<file path="config.mk">
export PLATFORM = sky130hd
export DESIGN_NAME = bitop_exec_unit
export DESIGN_NICKNAME = d
export VERILOG_FILES = /design/src/rtl/bitop_pkg.sv /design/src/rtl/bitop_alu.sv /design/src/rtl/bitop_outreg.sv /design/src/rtl/bitop_exec_unit.sv
export SDC_FILE = /design/constraint.sdc
export NUM_CORES = 1
export LEC_CHECK = 0
export CAP_MARGIN = 25
export CORE_UTILIZATION = 39
export CTS_CLUSTER_SIZE = 10
export DETAILED_ROUTE_END_ITERATION = 10
export PLACE_DENSITY = 0.8
export SYNTH_ARGS = -nofsm -noshare
export SYNTH_HDL_FRONTEND = slang
export SYNTH_HIERARCHICAL = 1
export SYNTH_SLANG_ARGS = --single-unit
</file>
<file path="constraint.sdc">
create_clock -name clk -period 1.48 [get_ports clk]
set_input_delay 0.148 -clock clk [delete_from_list [all_inputs] [get_ports clk]]
set_output_delay 0.148 -clock clk [all_outputs]
set_load 0.01 [all_outputs]
</file>
<file path="src/rtl/bitop_pkg.sv">
package bitop_pkg;
  localparam int OP_W = 3;
  localparam logic [OP_W-1:0] OPC_SPLIT = 3'd1;
  localparam logic [OP_W-1:0] OPC_BITEQ = 3'd2;
  localparam logic [OP_W-1:0] OPC_MERGE = 3'd3;
endpackage

</file>
<file path="src/rtl/bitop_alu.sv">
module bitop_alu
  import bitop_pkg::*;
#(
  parameter int DATA_W = 32,
  parameter int IMM_W  = 16,
  parameter int IDX_W  = 5
) (
  input  logic              op_vld,
  input  logic [OP_W-1:0]   op_code,
  input  logic [DATA_W-1:0] rs_val,
  input  logic [DATA_W-1:0] rt_val,
  input  logic [IMM_W-1:0]  imm,
  input  logic [IDX_W-1:0]  rd_idx,
  input  logic [IDX_W-1:0]  rt_idx,
  output logic              a_en,
  output logic [IDX_W-1:0]  a_idx,
  output logic [DATA_W-1:0] a_data,
  output logic              b_en,
  output logic [IDX_W-1:0]  b_idx,
  output logic [DATA_W-1:0] b_data,
  output logic              bad_op
);
  localparam int HALF_W = DATA_W / 2;
  localparam int EXT_W  = DATA_W - IMM_W;

  logic [DATA_W-1:0] mask;
  logic [DATA_W-1:0] merged;
  logic [DATA_W-1:0] lo_half;
  logic [DATA_W-1:0] hi_half;
  logic [DATA_W-1:0] same_bits;

  assign mask      = {{EXT_W{imm[IMM_W-1]}}, imm};
  assign lo_half   = {{(DATA_W-HALF_W){1'b0}}, rs_val[HALF_W-1:0]};
  assign hi_half   = rs_val >> HALF_W;
  assign same_bits = ~(rs_val ^ rt_val);

  for (genvar g = 0; g < DATA_W; g++) begin : g_merge
    assign merged[g] = mask[g] ? rs_val[g] : rt_val[g];
  end

  always_comb begin
    a_en   = 1'b0;
    a_idx  = '0;
    a_data = '0;
    b_en   = 1'b0;
    b_idx  = '0;
    b_data = '0;
    bad_op = 1'b0;
    if (op_vld) begin
      case (op_code)
        OPC_SPLIT: begin
          a_en   = 1'b1;
          a_idx  = rd_idx;
          a_data = lo_half;
          b_en   = 1'b1;
          b_idx  = rt_idx;
          b_data = hi_half;
        end
        OPC_BITEQ: begin
          a_en   = 1'b1;
          a_idx  = rd_idx;
          a_data = same_bits;
        end
        OPC_MERGE: begin
          b_en   = 1'b1;
          b_idx  = rt_idx;
          b_data = merged;
        end
        default: bad_op = 1'b1;
      endcase
    end
  end
endmodule

</file>
<file path="src/rtl/bitop_outreg.sv">
module bitop_outreg #(
  parameter int W = 8
) (
  input  logic         clk,
  input  logic         rst,
  input  logic [W-1:0] d,
  output logic [W-1:0] q
);
  always_ff @(posedge clk) begin
    if (rst) q <= '0;
    else     q <= d;
  end
endmodule

</file>
<file path="src/rtl/bitop_exec_unit.sv">
module bitop_exec_unit
  import bitop_pkg::*;
#(
  parameter int DATA_W = 32,
  parameter int IMM_W  = 16,
  parameter int IDX_W  = 5
) (
  input  logic              clk,
  input  logic              rst,
  input  logic              in_valid,
  input  logic [OP_W-1:0]   op_code,
  input  logic [DATA_W-1:0] rs_val,
  input  logic [DATA_W-1:0] rt_val,
  input  logic [IMM_W-1:0]  imm16,
  input  logic [IDX_W-1:0]  rd_idx,
  input  logic [IDX_W-1:0]  rt_idx,
  output logic              wa_en,
  output logic [IDX_W-1:0]  wa_idx,
  output logic [DATA_W-1:0] wa_data,
  output logic              wb_en,
  output logic [IDX_W-1:0]  wb_idx,
  output logic [DATA_W-1:0] wb_data,
  output logic              illegal_op
);
  localparam int PORT_W = 1 + IDX_W + DATA_W;
  localparam int PIPE_W = 2 * PORT_W + 1;

  logic              a_en, b_en, bad_op;
  logic [IDX_W-1:0]  a_idx, b_idx;
  logic [DATA_W-1:0] a_data, b_data;
  logic [PIPE_W-1:0] pipe_d, pipe_q;

  bitop_alu #(.DATA_W(DATA_W), .IMM_W(IMM_W), .IDX_W(IDX_W)) u_alu (
    .op_vld (in_valid),
    .op_code(op_code),
    .rs_val (rs_val),
    .rt_val (rt_val),
    .imm    (imm16),
    .rd_idx (rd_idx),
    .rt_idx (rt_idx),
    .a_en   (a_en),
    .a_idx  (a_idx),
    .a_data (a_data),
    .b_en   (b_en),
    .b_idx  (b_idx),
    .b_data (b_data),
    .bad_op (bad_op)
  );

  assign pipe_d = {a_en, a_idx, a_data, b_en, b_idx, b_data, bad_op};

  bitop_outreg #(.W(PIPE_W)) u_oreg (
    .clk(clk),
    .rst(rst),
    .d  (pipe_d),
    .q  (pipe_q)
  );

  assign {wa_en, wa_idx, wa_data, wb_en, wb_idx, wb_data, illegal_op} = pipe_q;
endmodule

</file>
==> reports/summary.log <==
qor: die.initial_core_util 40.8%
qor: power_and_ir_drop.worst_voltage_drop_across_the_vdd_grid 0.495 mV
qor: synth.synth_sequential_area_ratio 45.5%
qor: sta.final-hold-violation-count 0
qor: sta.setup-tns-final 0 ns
qor: sta.final_max_slew_viol_count 0
qor: die.die_width 95.2 um
qor: synth.synthCells 355
qor: worst_setup_path.crit_required 1.71 ns
qor: synth.synth_largest_area_cell dfxtp_1
qor: placement.gpl.final_weighted_congestion 0.859
qor: worst_setup_path.critical_path.max_fanout 16
qor: worst_setup_path.critical_path_endpoint_category register
qor: final_layout.largest_register_ffs 77
qor: final_layout.largest-register u_oreg/q
qor: synth.ranking_of_synthesized_cells_by_area dfxtp_1, nor2b_1, mux2i_1, nor2_1, a211o_1
qor: clock_tree.clk_transition_reported_paths 0.09 ns
qor: routing.total_via_count_after_detailed_routing 3078
qor: synth.netlist.area_leader.share 45.5%
qor: worst_setup_path.critical_path.startpoint_type input pin
qor: die.dieArea 9060 um2
qor: sta.max_freq 0.730 GHz
qor: synth.ys.warnings.count 6
qor: synth.synth_cell_type_count 23
qor: sta.grt_setup_unrepaired false
qor: power_and_ir_drop.finalPower 0.00462 W
qor: placement.dpl.hpwl 7.52 mm
qor: power_and_ir_drop.cellPowerDensity 838 nW/um2
qor: global_route.grt_pass1_vias 2934
qor: clock_tree.number_of_clock_sinks 77
qor: routing.drt-initial-drc-count 75
qor: routing.route.detailed.wl_per_inst 15.3 um
qor: sta.final_setup_violations 0
qor: synth.async_flop_share 0%
qor: routing.ant_nets 0
qor: job.max_cap_violations 0
qor: global_route.wire_length_of_the_first_global_routing_pass 14.6 mm
qor: worst_setup_path.cp-startpoint op_code[0]
qor: synth.synthFlopType dfxtp_1
qor: worst_setup_path.end_of_the_critical_path u_oreg/q[51]
qor: power_and_ir_drop.power_leakage 2.34 nW
qor: routing.postRouteWirelength 9.82 mm
qor: clock_tree.clock_tree_from_tritoncts yes
qor: routing.number_of_vias_per_cell_after_detailed_routing 4.79
qor: min_path.min_delay_path_depth 3
qor: global_route.grt.total_usage 21.5%
qor: routing.remaining_drc_errors 0
qor: outcome.outcome completed
qor: min_path.timing.hold.worst.class in2reg
qor: synth.synth.avg_cell_area 9.54 um2
qor: final_layout.antenna-diode-count 0
qor: sta.timing.max_slew.rel_slack 71.8%
qor: sta.worst_margin_pin_slew 0.422 ns
qor: sta.minimum_period_implied_by_the_final_worst_setup_slack 1.37 ns
qor: final_layout.area_growth 62.8%
qor: synth.netlist_top_cells_count dfxtp_1, nor2b_1, nor2_1
qor: final_layout.num-fill-cells 708
qor: clock_tree.cts-hold-fix-buffers 0
qor: final_layout.fin_nets 628
qor: die.row_count 33
qor: synth.synth_nets 451
qor: synth.postSynthRegisterBits 77
qor: clock_tree.ctsRootBufferMaster clkbuf_8
qor: global_route.antenna_found_initial 0
qor: worst_setup_path.setup.worst_path.class in2reg
qor: routing.detail_route.first_pass.iterations 4
qor: clock_tree.clk_path_buf_depth 2
qor: die.top_level_ports 173
qor: die.coreArea 8300 um2
qor: global_route.overflow_after_grt 0
qor: global_route.grt_max_degree 78
qor: final_layout.drive_gt1_share 6.89%
qor: placement.portBuffers 172
qor: final_layout.largestRegisters u_oreg/q x77
qor: worst_setup_path.worst_ep_arrival_time 1.60 ns
qor: clock_tree.htree_num_levels 3
qor: clock_tree.cts_made_buffers 9
qor: sta.min_period_over_period 92.6%
qor: synth.post_synth_instance_area 3390 um2
qor: die.floorplan.die.height 95.2 um
qor: synth.synth-edff-count 0
worst min path at each step:
stage / startpoint / endpoint / slack [ns]
final: rst / u_oreg/q[19] / 0.28
after global routing: rst / u_oreg/q[34] / 0.30
after CTS: rst / u_oreg/q[38] / 0.28
after floorplan: op_code[2] / u_oreg/q[76] / 0.35
after detailed placement: rst / u_oreg/q[38] / 0.65
after global placement: rst / u_oreg/q[38] / 0.65
critical path, cell delays in order:
cell	delay [ns]
clkdlybuf4s50_1	0.55
and4bb_4	0.29
and3_1	0.21
a211o_1	0.27
nor2b_1	0.13
cells in the final DEF (no fill, tap or decap), types with 2 or more instances in the layout:
cell,n
a211o_1,16
a211oi_1,16
and2_1,10
and3_1,16
buf_12,5
buf_4,10
bufinv_16,2
clkbuf_8,10
clkdlybuf4s50_1,171
clkinvlp_4,2
dfxtp_1,77
mux2i_1,32
nor2_1,49
nor2b_1,77
nor3_1,16
xor2_1,16
where the power goes:
group          internal (W)  leakage [nW]  switching (W)
sequential          0.00211         0.623     0.00000966
clock               0.00100         0.106       0.000776
combinational      0.000434          1.61       0.000294
total               0.00354          2.34        0.00108
metal layers:
metal,up-vias,track usage (%),part of all wire (%),wire length [um]
met4,0,10.4,3.1,304
met2,96,37.7,51,5000
li1,1545,-,-,-
met3,23,3.59,3.9,385
met5,-,0,0,0
met1,1414,25.4,42,4130
metrics by stage:
step | instance area [um2] | worst slack, ns | instances | utilization (%) | hold WS (ns)
6_report | 5510 | 0.109 | 642 | 66.4 | 0.281
5_1_grt | 5510 | 0.0173 | 642 | 66.4 | 0.302
4_1_cts | 5510 | 0.0886 | 642 | 66.4 | 0.285
3_5_place_dp | 5280 | -0.414 | 626 | 63.7 | 0.655
3_3_place_gp | 5280 | -0.320 | 626 | 63.7 | 0.647
2_1_floorplan | 3390 | 0.332 | 355 | - | 0.350
what timing repair did:
action,in CTS,in global routing
setup endpoints to repair,12,0
gates resized for setup,1,0
buffers inserted,0,0
kinds of logic (layout without fill, tap and decap cells):
kind of cell              Yosys count  after routing  synth area share, %
and+or+nand+nor                   174            174                 28.7
buffers and inverters              22            204                 4.03
xor gates and xnor gates           17             17                 4.40
DFF                                77             77                 45.5
AOI/OAI and AO/OA                  33             33                 7.91
muxes                              32             32                 9.46
area by class of cell:
class	instances	area (um2)	area share (%)
Clock buffer	11	141	2.56
Clock inverter	5	83.8	1.52
Inverter	1	3.75	0.0681
Multi-Input combinational cell	256	1720	31.2
Sequential cell	77	1540	28.0
Tap cell	105	131	2.38
Timing Repair Buffer	187	1890	34.3
Power figures use the tool's default switching activity.
